[src/rtl/eth_txfcs_pkg.sv]
package eth_txfcs_pkg;

  localparam logic [31:0] CrcPolyRefl = 32'hEDB88320;
  localparam logic [31:0] CrcSeed     = 32'hFFFFFFFF;

  typedef enum logic [1:0] {
    ST_RUN,
    ST_PAD,
    ST_GAP
  } ctrlState_t;

  // Strobes from control to datapath
  typedef struct packed {
    logic       takeIn;     // input register hands its word on
    logic       loadBody;   // body register loads a word
    logic       padWord;    // that word is zero padding
    logic       lastWord;   // that word is the final body word
    logic [2:0] lastBytes;  // live bytes in the final body word
    logic [2:0] crcBytes;   // bytes folded into the CRC this cycle
    logic       clearCrc;   // frame finished, reseed CRC
  } ctrlStb_t;

  // Fold up to four bytes (lane 0 first) into a reflected CRC-32
  function automatic logic [31:0] crcAdvance(input logic [31:0] crcIn,
                                             input logic [31:0] word,
                                             input logic [2:0]  nBytes);
    logic [31:0] c;
    c = crcIn;
    for (int b = 0; b < 4; b++) begin
      if (3'(b) < nBytes) begin
        c = c ^ {24'h0, word[8*b +: 8]};
        for (int k = 0; k < 8; k++) begin
          c = c[0] ? ((c >> 1) ^ CrcPolyRefl) : (c >> 1);
        end
      end
    end
    return c;
  endfunction

endpackage

[src/rtl/eth_txfcs_ctrl.sv]
module eth_txfcs_ctrl
  import eth_txfcs_pkg::*;
#(
  parameter int MinFrameBytes = 64
) (
  input  logic       clk,
  input  logic       rstN,
  input  logic       aValid,
  input  logic       aEnd,
  input  logic [2:0] aBytes,
  output ctrlStb_t   stb
);

  localparam int BodyWords = (MinFrameBytes - 4) / 4;
  localparam int LastIdx   = BodyWords - 1;
  localparam int CntW      = $clog2(BodyWords + 1);

  ctrlState_t      state, stateNxt;
  logic [CntW-1:0] wordCnt;
  logic            belowLast, atLast;

  assign belowLast = wordCnt < CntW'(LastIdx);
  assign atLast    = wordCnt == CntW'(LastIdx);

  always_comb begin
    stb      = '0;
    stateNxt = state;
    unique case (state)
      ST_RUN: begin
        if (aValid) begin
          stb.takeIn   = 1'b1;
          stb.loadBody = 1'b1;
          stb.crcBytes = 3'd4;
          if (aEnd) begin
            if (belowLast) begin
              // more zero words follow; empty lanes already cleared
              stateNxt = ST_PAD;
            end else if (atLast && aBytes != 3'd4) begin
              stb.lastWord  = 1'b1;
              stb.lastBytes = 3'd4;
              stateNxt      = ST_GAP;
            end else begin
              stb.lastWord  = 1'b1;
              stb.lastBytes = aBytes;
              stb.crcBytes  = aBytes;
              stateNxt      = ST_GAP;
            end
          end
        end
      end
      ST_PAD: begin
        stb.loadBody = 1'b1;
        stb.padWord  = 1'b1;
        stb.crcBytes = 3'd4;
        if (atLast) begin
          stb.lastWord  = 1'b1;
          stb.lastBytes = 3'd4;
          stateNxt      = ST_GAP;
        end
      end
      ST_GAP: begin
        stb.clearCrc = 1'b1;
        stateNxt     = ST_RUN;
      end
      default: stateNxt = ST_RUN;
    endcase
  end

  always_ff @(posedge clk) begin
    if (!rstN) begin
      state   <= ST_RUN;
      wordCnt <= '0;
    end else begin
      state <= stateNxt;
      if (stb.clearCrc) begin
        wordCnt <= '0;
      end else if (stb.loadBody && wordCnt != CntW'(BodyWords)) begin
        wordCnt <= wordCnt + 1'b1;
      end
    end
  end

endmodule

[src/rtl/eth_txfcs_dp.sv]
module eth_txfcs_dp
  import eth_txfcs_pkg::*;
(
  input  logic        clk,
  input  logic        rstN,
  input  logic        inValid,
  output logic        inReady,
  input  logic [31:0] inData,
  input  logic        inStart,
  input  logic        inEnd,
  input  logic [2:0]  inBytes,
  input  ctrlStb_t    stb,
  output logic        aValid,
  output logic        aEnd,
  output logic [2:0]  aBytes,
  output logic        outValid,
  output logic [31:0] outData,
  output logic        outStart,
  output logic        outEnd,
  output logic [2:0]  outBytes
);

  // input register
  logic [31:0] aData;
  logic        aStart;
  logic [31:0] inMasked;

  // body register and running CRC
  logic        bValid, bStart, bLast;
  logic [31:0] bData;
  logic [2:0]  bBytes;
  logic [31:0] crcReg;
  logic [31:0] bodyIn;

  // FCS tail held for the second output word
  logic        tailPending;
  logic [31:0] fcsHold;
  logic [2:0]  tailBytes;

  logic [31:0] fcsNow;
  logic [31:0] mergedWord;
  logic [31:0] tailWord;

  assign inReady = !aValid || stb.takeIn;
  assign bodyIn  = stb.padWord ? 32'h0 : aData;
  assign fcsNow  = ~crcReg;

  always_comb begin
    for (int i = 0; i < 4; i++) begin
      inMasked[8*i +: 8] = (inEnd && 3'(i) >= inBytes) ? 8'h00 : inData[8*i +: 8];
    end
  end

  always_comb begin
    logic [4:0]  sh;
    logic [31:0] tmp;
    for (int i = 0; i < 4; i++) begin
      sh  = 5'({2'(i), 3'b000}) - 5'({bBytes[1:0], 3'b000});
      tmp = fcsNow >> sh;
      mergedWord[8*i +: 8] = (3'(i) < bBytes) ? bData[8*i +: 8] : tmp[7:0];
    end
  end

  always_comb begin
    logic [5:0]  off;
    logic [31:0] tmp;
    for (int i = 0; i < 4; i++) begin
      off = 6'({2'(i), 3'b000}) + 6'd32 - 6'({tailBytes, 3'b000});
      tmp = fcsHold >> off;
      tailWord[8*i +: 8] = (3'(i) < tailBytes) ? tmp[7:0] : 8'h00;
    end
  end

  always_ff @(posedge clk) begin
    if (!rstN) begin
      aValid <= 1'b0;
      aData  <= '0;
      aStart <= 1'b0;
      aEnd   <= 1'b0;
      aBytes <= 3'd4;
    end else if (inReady) begin
      aValid <= inValid;
      if (inValid) begin
        aData  <= inMasked;
        aStart <= inStart;
        aEnd   <= inEnd;
        aBytes <= inEnd ? inBytes : 3'd4;
      end
    end
  end

  always_ff @(posedge clk) begin
    if (!rstN) begin
      bValid <= 1'b0;
      bData  <= '0;
      bStart <= 1'b0;
      bLast  <= 1'b0;
      bBytes <= 3'd4;
      crcReg <= CrcSeed;
    end else begin
      bValid <= stb.loadBody;
      if (stb.loadBody) begin
        bData  <= bodyIn;
        bStart <= !stb.padWord && aStart;
        bLast  <= stb.lastWord;
        bBytes <= stb.lastBytes;
      end
      if (stb.clearCrc) begin
        crcReg <= CrcSeed;
      end else if (stb.loadBody) begin
        crcReg <= crcAdvance(crcReg, bodyIn, stb.crcBytes);
      end
    end
  end

  always_ff @(posedge clk) begin
    if (!rstN) begin
      outValid    <= 1'b0;
      outData     <= '0;
      outStart    <= 1'b0;
      outEnd      <= 1'b0;
      outBytes    <= 3'd4;
      tailPending <= 1'b0;
      fcsHold     <= '0;
      tailBytes   <= 3'd4;
    end else if (tailPending) begin
      outValid    <= 1'b1;
      outData     <= tailWord;
      outStart    <= 1'b0;
      outEnd      <= 1'b1;
      outBytes    <= tailBytes;
      tailPending <= 1'b0;
    end else if (bValid) begin
      outValid <= 1'b1;
      outStart <= bStart;
      outEnd   <= 1'b0;
      outBytes <= 3'd4;
      if (bLast) begin
        outData     <= mergedWord;
        fcsHold     <= fcsNow;
        tailBytes   <= bBytes;
        tailPending <= 1'b1;
      end else begin
        outData <= bData;
      end
    end else begin
      outValid <= 1'b0;
      outStart <= 1'b0;
      outEnd   <= 1'b0;
    end
  end

endmodule

[src/rtl/eth_tx_pad_fcs.sv]
module eth_tx_pad_fcs
  import eth_txfcs_pkg::*;
#(
  parameter int MinFrameBytes = 64
) (
  input  logic        clk,
  input  logic        rstN,
  input  logic        inValid,
  output logic        inReady,
  input  logic [31:0] inData,
  input  logic        inStart,
  input  logic        inEnd,
  input  logic [2:0]  inBytes,
  output logic        outValid,
  output logic [31:0] outData,
  output logic        outStart,
  output logic        outEnd,
  output logic [2:0]  outBytes
);

  ctrlStb_t   ctrlStb;
  logic       aValid, aEnd;
  logic [2:0] aBytes;

  eth_txfcs_ctrl #(
    .MinFrameBytes(MinFrameBytes)
  ) i_ctrl (
    .clk    (clk),
    .rstN   (rstN),
    .aValid (aValid),
    .aEnd   (aEnd),
    .aBytes (aBytes),
    .stb    (ctrlStb)
  );

  eth_txfcs_dp i_dp (
    .clk      (clk),
    .rstN     (rstN),
    .inValid  (inValid),
    .inReady  (inReady),
    .inData   (inData),
    .inStart  (inStart),
    .inEnd    (inEnd),
    .inBytes  (inBytes),
    .stb      (ctrlStb),
    .aValid   (aValid),
    .aEnd     (aEnd),
    .aBytes   (aBytes),
    .outValid (outValid),
    .outData  (outData),
    .outStart (outStart),
    .outEnd   (outEnd),
    .outBytes (outBytes)
  );

endmodule

[config.mk]
export PLATFORM = sky130hd
export DESIGN_NAME = eth_tx_pad_fcs
export DESIGN_NICKNAME = d
export VERILOG_FILES = /design/src/rtl/eth_txfcs_pkg.sv /design/src/rtl/eth_txfcs_ctrl.sv /design/src/rtl/eth_txfcs_dp.sv /design/src/rtl/eth_tx_pad_fcs.sv
export SDC_FILE = /design/constraint.sdc
export NUM_CORES = 1
export LEC_CHECK = 0
export BUFFER_PORTS_ARGS = -buffer_cell sky130_fd_sc_hd__buf_2
export CORE_MARGIN = 2
export CORE_UTILIZATION = 30
export CTS_CLUSTER_SIZE = 14
export DETAILED_ROUTE_END_ITERATION = 10
export PLACE_DENSITY = 0.53
export SETUP_SLACK_MARGIN = 0.05
export SLEW_MARGIN = 30
export SYNTH_ARGS = -nofsm -noshare
export SYNTH_HDL_FRONTEND = slang
export SYNTH_SLANG_ARGS = --single-unit
[constraint.sdc]
create_clock -name clk -period 5.37 [get_ports clk]
set_clock_uncertainty 0.05 [all_clocks]
set_input_delay 0.8055 -clock clk [delete_from_list [all_inputs] [get_ports clk]]
set_output_delay 0.8055 -clock clk [all_outputs]
set_load 0.005 [all_outputs]
## Word-level counts from Yosys, hierarchy flattened

Index checks and enable logic that the tools add are counted.

| operators by class | value |
|---|---|
| add/sub/neg operators | 9 |
| shift-type cells | 8 |
| reductions and logical operators | 17 |
| equal/unequal tests | 8 |
| mux-type cells | 85 |
| bitwise logic cells | 40 |
| magnitude comparators | 17 |

Operators with widths:

| operator | count |
|---|---|
| 32-bit 2-to-1 mux | 49 |
| 13-bit NOT with 14-bit output | 32 |
| 32-bit by 5-bit right shift with 8-bit output | 4 |
| 32-bit by 6-bit right shift with 8-bit output | 4 |
| 32-bit by 8-bit XOR with 32-bit output | 4 |
| 8-bit 2-to-1 mux | 12 |
| 32-bit NOT | 1 |
| 6-bit subtractor (first input constant) | 4 |
| 7-bit 2-to-1 mux | 3 |
| 1-bit by 3-bit < comparator with 1-bit output (first input constant) | 6 |
| 2-bit by 3-bit < comparator with 1-bit output (first input constant) | 6 |
| 3-bit 2-to-1 mux | 5 |
| 7-bit one-hot mux with 2 select lines | 1 |
| 2-bit 2-to-1 mux | 5 |
| 5-bit subtractor (first input constant) | 2 |
| 1-bit logical AND | 7 |
| 1-bit 2-to-1 mux | 7 |
| 1-bit by 3-bit >= comparator with 1-bit output (first input constant) | 2 |
| 2-bit by 3-bit >= comparator with 1-bit output (first input constant) | 2 |
| 2-bit by 1-bit != test with 1-bit output (second input constant) | 3 |
| 3-bit AND reduction | 2 |
| 1-bit by 5-bit subtractor with 5-bit output (first input constant) | 1 |
| 4-bit by 5-bit subtractor with 5-bit output (first input constant) | 1 |
| 4-bit by 1-bit adder with 4-bit output (second input constant) | 1 |
| other kinds (17) | 20 |

| word-level totals | value |
|---|---|
| flip-flop bits (word level) | 188 |
| output and inout port bits | 39 |

## Logic depth before layout (Yosys ltp)

| logic depth | value |
|---|---|
| depth after elaboration | 84 |
| gate-level depth with buffers | 21 |
| mapped depth without buffers | 19 |

## Modules after synthesis

Synthesis repeated with hierarchy kept, for this count alone.

| unflattened totals | value |
|---|---|
| cell total of the unflattened synthesis | 1595 |
| area total of the unflattened synthesis | 14435.1 um^2 |

By module, submodules not included:

| module | instances | cells an instance | seq. area each (um^2) | area each (um^2) |
|---|---|---|---|---|
| eth_txfcs_dp | 1 | 1543 | 3643.5 | 14017.2 |
| eth_txfcs_ctrl | 1 | 52 | 120.1 | 417.9 |

## Worst setup path before layout

Ideal clock, no wire load.

| timing | value |
|---|---|
| path type | register to register |
| start point | reg i_ctrl.wordCnt[0] |
| end point | reg i_dp.crcReg[29] |
| required time | 5200 ps |
| setup time | 120 ps |
| slack | 67 ps |
| clock period less this slack | 5303 ps |
| data arrival time | 5133 ps |
| buffers on the path | 0 |
| cell stages (with the launch flop) | 19 |
| cell sequence | dfxtp_1 -> inv_1 -> ha_1 -> nor4b_4 -> a31oi_2 -> nor2_1 -> a31oi_4 -> xor2_4 -> xnor2_2 -> xnor3_1 -> xnor2_1 -> mux2i_4 -> xor2_4 -> xnor3_1 -> a21oi_2 -> xnor3_1 -> xnor2_1 -> a21oi_1 -> a211o_1 |

| between the ends | value |
|---|---|
| word-level cells in the longest chain between the ends | 56 |
| elaborated cells between the ends (all ways) | 72 |
| classes of those cells | order compare: 5; eq/ne: 1; mux: 42; bitwise: 23; reduce/logical: 1 |

RTL lines:

| item | line | source |
|---|---|---|
| start: declaration | eth_txfcs_ctrl.sv:19 | `logic [CntW-1:0] wordCnt;` |
| start signal: assignment | eth_txfcs_ctrl.sv:78 | `wordCnt <= wordCnt + 1'b1;` |
| 4-bit equality test | eth_txfcs_ctrl.sv:23 | `assign atLast = wordCnt == CntW'(LastIdx);` |
| 1-bit logical AND | eth_txfcs_ctrl.sv:38 | `end else if (atLast && aBytes != 3'd4) begin` |
| 3-bit 2-to-1 mux | eth_txfcs_ctrl.sv:38 |  |
| 7-bit 2-to-1 mux (*) | eth_txfcs_ctrl.sv:35 | `if (belowLast) begin` |
| 7-bit 2-to-1 mux (*) | eth_txfcs_ctrl.sv:34 | `if (aEnd) begin` |
| 7-bit 2-to-1 mux (*) | eth_txfcs_ctrl.sv:30 | `if (aValid) begin` |
| 7-bit one-hot mux with 2 select lines (*) | eth_txfcs_ctrl.sv:28 | `unique case (state)` |
| 1-bit by 3-bit < comparator with 1-bit output | eth_txfcs_pkg.sv:30 | `if (3'(b) < nBytes) begin` |
| [... 36 more ...] | -- |  |
| 32-bit by 8-bit XOR with 32-bit output | eth_txfcs_pkg.sv:31 | `c = c ^ {24'h0, word[8*b +: 8]};` |
| 32-bit 2-to-1 mux or 13-bit NOT with 14-bit output (tied branches) | -- |  |
| 32-bit 2-to-1 mux (5 in a row) | eth_txfcs_pkg.sv:33 | `c = c[0] ? ((c >> 1) ^ CrcPolyRefl) : (c >> 1);` |
| 13-bit NOT with 14-bit output (no source line) or 32-bit 2-to-1 mux (tied branches) | -- |  |
| 32-bit 2-to-1 mux | eth_txfcs_pkg.sv:33 |  |
| 13-bit NOT with 14-bit output (no source line) | -- |  |
| 32-bit 2-to-1 mux | eth_txfcs_pkg.sv:33 |  |
| 32-bit 2-to-1 mux (*) | eth_txfcs_pkg.sv:30 |  |
| end signal: assignment | eth_txfcs_dp.sv:99 | `crcReg <= CrcSeed;` |
| end signal: assignment | eth_txfcs_dp.sv:109 | `crcReg <= CrcSeed;` |
| end signal: assignment | eth_txfcs_dp.sv:111 | `crcReg <= crcAdvance(crcReg, bodyIn, stb.crcBytes);` |
| end: declaration | eth_txfcs_dp.sv:32 | `logic [31:0] crcReg;` |

Every way passes the cells marked *; elsewhere a longest branch is shown, timed or not. The select of a mux whose other input is x is not followed.
A chain may end at the register's enable or synchronous reset.

## Worst setup path in the final report

| timing | value |
|---|---|
| start point | reg i_ctrl.wordCnt[0] |
| end point | reg i_dp.crcReg[8] |

| between the ends | value |
|---|---|
| word-level cells in the longest chain between the ends | 60 |
| elaborated cells between the ends (all ways) | 72 |
| classes of those cells | order compare: 5; eq/ne: 1; mux: 42; bitwise: 23; reduce/logical: 1 |

RTL lines:

| item | line |
|---|---|
| 4-bit equality test | eth_txfcs_ctrl.sv:23 |
| 1-bit logical AND | eth_txfcs_ctrl.sv:38 |
| 3-bit 2-to-1 mux | eth_txfcs_ctrl.sv:38 |
| 7-bit 2-to-1 mux (*) | eth_txfcs_ctrl.sv:35 |
| 7-bit 2-to-1 mux (*) | eth_txfcs_ctrl.sv:34 |
| 7-bit 2-to-1 mux (*) | eth_txfcs_ctrl.sv:30 |
| 7-bit one-hot mux with 2 select lines (*) | eth_txfcs_ctrl.sv:28 |
| 1-bit by 3-bit < comparator with 1-bit output | eth_txfcs_pkg.sv:30 |
| [... 39 more ...] | -- |
| 32-bit by 8-bit XOR with 32-bit output | eth_txfcs_pkg.sv:31 |
| 13-bit NOT with 14-bit output (no source line) | -- |
| 32-bit 2-to-1 mux (6 in a row) | eth_txfcs_pkg.sv:33 |
| 13-bit NOT with 14-bit output (no source line) | -- |
| 32-bit 2-to-1 mux | eth_txfcs_pkg.sv:33 |
| 13-bit NOT with 14-bit output (no source line) | -- |
| 32-bit 2-to-1 mux | eth_txfcs_pkg.sv:33 |
| 32-bit 2-to-1 mux (*) | eth_txfcs_pkg.sv:30 |

Marked as above.

==> impl_summary.txt <==
----------------------------------------------------
[Place]
  Number of cells in the design after placement ... 2257
  Sum of net half-perimeters after detailed placement ... 41300 um
  Number of port buffers ... 78
  Global placement routability congestion ... 0.965
  Area post-placement ... 15800 um^2

[Synthesis]
  Synth top area share ... 26.4%
  Average cell area after synthesis ... 8.97 um^2
  Register bit count reported by yosys ... 188
  Ys Warns ... 0
  Number of distinct library cells after synthesis ... 77
  Syn Nets ... 1633
  Cell area after synthesis ... 14200 um^2
  Post-synth EDFFs ... 0
  Most common cell in the netlist ... sky130_fd_sc_hd__dfxtp_1
  Post-synthesis async set-or-reset flop share ... 0%
  Ranking of synthesized cells by instance count ... sky130_fd_sc_hd__dfxtp_1, sky130_fd_sc_hd__xnor2_1, sky130_fd_sc_hd__nand2_1, sky130_fd_sc_hd__o21ai_0
  Cell count after synthesis ... 1587
  Most used flip-flop cell after synthesis ... sky130_fd_sc_hd__dfxtp_1
  Sequential element share of the synthesized area ... 26.4%
  Cell type with the highest aggregate area in the netlist ... sky130_fd_sc_hd__dfxtp_1
  Dominant cells by area after synthesis ... sky130_fd_sc_hd__dfxtp_1, sky130_fd_sc_hd__xnor2_1, sky130_fd_sc_hd__mux4_2

[Clocking]
  CTS H-tree lvls ... 4
  Number of buffers inserted during clock tree synthesis ... 17
  TritonCTS sink count ... 188
  Clock-pin transition on the worst setup and hold timing paths ... 0.08 ns
  Clock tree root buffer cell ... sky130_fd_sc_hd__clkbuf_16
  Buffer levels on the longest clock path ... 2
  Worst skew pair latency ... 0.47 ns
  CTS tree ... yes

[Drt]
  Iter 0 DRT Violations ... 1342
  Post-detailed-route via-to-cell ratio ... 5.49
  DRC violations left ... 6
  DRT antenna net count ... 0
  Routed length per instance ... 23.4 um
  Detailed-routing iteration count for the pre-antenna-repair pass ... 10
  Via count of the routed design ... 12700
  Total wire length ... 54200 um

[Setup path]
  Startpoint type of the worst setup path ... flop
  Launch point of the worst reg-to-reg path ... i_ctrl.wordCnt[0]$_SDFFE_PP0P_
  Setup slack of the worst register-to-register path ... 0.19 ns
  Critical Path RT ... 5.70 ns
  Largest fanout on the critical path ... 30
  Depth of the worst register-to-register path ... 20
  Worst reg2reg endpoint ... i_dp.crcReg[8]$_SDFFE_PP1P_
  Critical path endpoint category ... flop
  Category of the critical setup timing path ... reg2reg
  Arr. time, crit path ... 5.50 ns

[Layout]
  Fraction of final layout cells with drive strength greater than 1 ... 23.2%
  Cell Count, Final, Fillers Out ... 2314
  Fin area ... 17000 um^2
  Post-layout net count ... 1739
  Signed area change from the synthesized netlist to the final layout ... 19.5%
  Filler cells ... 4785

[STA]
  RSZ-0062 raised after global routing ... true
  Fin. Hold Viols ... 0
  Achievable clock frequency ... 193 MHz
  Minimum hold slack ... 0.424 ns
  Part of the cycle the worst path needs ... 96.4%
  Final setup violating endpoints ... 0
  Min Clock Period, post-route ... 5.18 ns
  Tightest slew margin relative to the limit ... 36.6%
  Worst-margin pin slew ... 0.944 ns
  Final Slew Violations ... 0

[GRT]
  Wire length of the first global-routing pass ... 79700 um
  Pin count of the biggest net entering global routing ... 88
  Total Routing Usage GR ... 21.8%
  Total gr overflow ... 0
  Via count of the first global-routing pass ... 12000
  Number of antenna violations at the first check in global routing ... 2

[Power and ir drop]
  Post-route total power ... 13.0 mW
  Worst voltage drop across the vdd grid ... 0.460 mV
  Leakage component of the power ... 7.02 nW
  Power density cells ... 762 nW/um^2

[Die]
  Die outline area ... 49200 um^2
  Starting Density ... 30.5%
  Number of rows in the core area ... 79
  Core region area ... 46700 um^2
  Overall die height ... 222 um
  Die X ... 222 um
  Top-Level Pins ... 79

[Worst hold path]
  Hold-critical path endpoint ... i_dp.bStart$_SDFFE_PN0P_
  Min-Delay Path Depth ... 1
  Type of the tightest min-delay check ... reg2reg
  Hold_sp ... i_dp.bStart$_SDFFE_PN0P_

[Outcome]
  Violations in the final reports ... design-rule violations
  Outcome ... finished, violations left

[Run]
  Maximum Capacitance Violations ... 0

----------------------------------------------------
-- cell type report --
type	count	area, um^2	share of cell area [%]
multi-input combinational	1252	10200	60.2
sequential	188	3780	22.2
timing repair buffer	224	1570	9.21
tap	607	759	4.47
clock buffer	17	425	2.50
clock inverter	15	194	1.14
inverter	10	37.5	0.221
antenna	1	2.50	0.0147
-- placed cells by master, fill, tap and decap left out, types with 10 or more instances in the layout --
| cell type | Yosys | final |
|---|---|---|
| sky130_fd_sc_hd__o21ai_0 | 88 | 85 |
| sky130_fd_sc_hd__xnor3_1 | 28 | 25 |
| sky130_fd_sc_hd__xnor2_2 | 8 | 26 |
| sky130_fd_sc_hd__o211ai_1 | 25 | 25 |
| sky130_fd_sc_hd__nor2b_1 | 33 | 32 |
| sky130_fd_sc_hd__xor2_1 | 80 | 76 |
| sky130_fd_sc_hd__a21oi_1 | 78 | 76 |
| sky130_fd_sc_hd__nand2_1 | 172 | 171 |
| sky130_fd_sc_hd__buf_2 | 19 | 77 |
| sky130_fd_sc_hd__xnor2_1 | 176 | 155 |
| sky130_fd_sc_hd__a211oi_1 | 14 | 12 |
| sky130_fd_sc_hd__a31oi_1 | 12 | 11 |
| sky130_fd_sc_hd__dfxtp_1 | 188 | 178 |
| sky130_fd_sc_hd__o211a_1 | 50 | 50 |
| sky130_fd_sc_hd__dfxtp_2 | 0 | 10 |
| sky130_fd_sc_hd__mux4_2 | 32 | 32 |
| sky130_fd_sc_hd__buf_4 | 10 | 138 |
| sky130_fd_sc_hd__a21boi_0 | 25 | 24 |
| sky130_fd_sc_hd__inv_1 | 10 | 10 |
| sky130_fd_sc_hd__and2_1 | 19 | 16 |
| sky130_fd_sc_hd__nand3_1 | 46 | 46 |
| sky130_fd_sc_hd__a22oi_1 | 27 | 26 |
| sky130_fd_sc_hd__clkbuf_16 | 0 | 17 |
| sky130_fd_sc_hd__nand4_1 | 11 | 11 |
| sky130_fd_sc_hd__a22o_1 | 35 | 35 |
| sky130_fd_sc_hd__mux2i_1 | 64 | 59 |
| sky130_fd_sc_hd__nor2_1 | 85 | 82 |
-- stage by stage --
stage / TNS, ns / setup WS [ns] / util, %
2_1_floorplan: 0 / 0.0674 / -
6_report: 0 / 0.194 / 36.4
5_1_grt: 0 / 0.00672 / 36.4
4_1_cts: 0 / 0.0411 / 35.6
3_5_place_dp: -5.25 / -0.450 / 33.8
3_3_place_gp: -3.19 / -0.332 / 33.8
-- registers in the layout, indices dropped and copies added (netlist names), 2 cells and up --
register        count
i_dp.crcReg        32
i_dp.fcsHold       32
i_dp.outData       32
i_ctrl.state        2
i_dp.outBytes       3
i_ctrl.wordCnt      4
i_dp.bBytes         3
i_dp.aData         32
i_dp.tailBytes      3
i_dp.bData         32
i_dp.aBytes         3
-- what timing repair did --
| item | 4_1_cts | 5_1_grt |
|---|---|---|
| hold buffers | 0 | 0 |
| endpoints found under the setup margin | 26 | 30 |
| gates resized for setup | 25 | 47 |
| endpoints found under the hold margin | 0 | 0 |
| buffers inserted | 9 | 15 |
| pin swaps | 6 | 16 |
-- layer usage --
layer  share of wire [%]  global-route usage, %
met2                  43                   32.1
met5                   0                      0
met1                  46                   31.2
met4                 3.6                   8.96
met3                 7.9                   3.87
-- worst max-delay path by stage --
| stage | startpoint | end | cells past startpoint |
|---|---|---|---|
| final | i_ctrl.wordCnt[0]$_SDFFE_PP0P_ | i_dp.crcReg[8]$_SDFFE_PP1P_ | 20 |
| after floorplan | i_ctrl.wordCnt[0]$_SDFFE_PP0P_ | i_dp.crcReg[29]$_SDFFE_PP1P_ | 18 |
| after detailed placement | i_dp.crcReg[5]$_SDFFE_PP1P_ | i_dp.crcReg[15]$_SDFFE_PP1P_ | 18 |
| after global routing | i_ctrl.state[0]$_SDFFE_PN0P_ | i_dp.crcReg[5]$_SDFFE_PP1P_ | 19 |
| after CTS | i_dp.crcReg[5]$_SDFFE_PP1P_ | i_dp.crcReg[8]$_SDFFE_PP1P_ | 17 |
| after global placement | i_dp.crcReg[5]$_SDFFE_PP1P_ | i_dp.crcReg[15]$_SDFFE_PP1P_ | 18 |
-- worst max-delay path, cell delays in order (launching register included) --
cell and delay [ns]:
sky130_fd_sc_hd__dfxtp_2 0.37, sky130_fd_sc_hd__inv_1 0.05, sky130_fd_sc_hd__ha_2 0.21, sky130_fd_sc_hd__nor4b_4 0.35
sky130_fd_sc_hd__buf_4 0.22, sky130_fd_sc_hd__a31o_4 0.20, sky130_fd_sc_hd__buf_12 0.19, sky130_fd_sc_hd__nand2_1 0.07
sky130_fd_sc_hd__o21a_1 0.19, sky130_fd_sc_hd__xnor2_4 0.35, sky130_fd_sc_hd__xor2_4 0.24, sky130_fd_sc_hd__xor2_1 0.22
sky130_fd_sc_hd__a21oi_2 0.12, sky130_fd_sc_hd__xnor2_2 0.26, sky130_fd_sc_hd__buf_6 0.18, sky130_fd_sc_hd__xnor3_1 0.44
sky130_fd_sc_hd__a21oi_4 0.22, sky130_fd_sc_hd__xnor3_2 0.48, sky130_fd_sc_hd__xnor2_2 0.18, sky130_fd_sc_hd__xnor2_1 0.18
sky130_fd_sc_hd__a221oi_1 0.30
-- where the power goes --
group	internal, mW	switching, mW
registers	1.51	0.169
clock network	0.714	0.656
logic	4.89	5.03
-- kinds of logic (layout without fill, tap and decap cells) --
logic type	after synthesis	after routing	share of synthesized area, %
other	0	1	0
adder cells (fa/ha/maj)	6	6	0.528
buffers and inverters	147	266	4.39
XOR/XNOR	311	311	24.0
AND/OR/NAND/NOR	420	420	13.8
flip-flops	188	188	26.4
AO/OA/AOI/OAI	414	414	20.6
multiplexers	101	101	10.1
(Power assumes the default switching activity.)
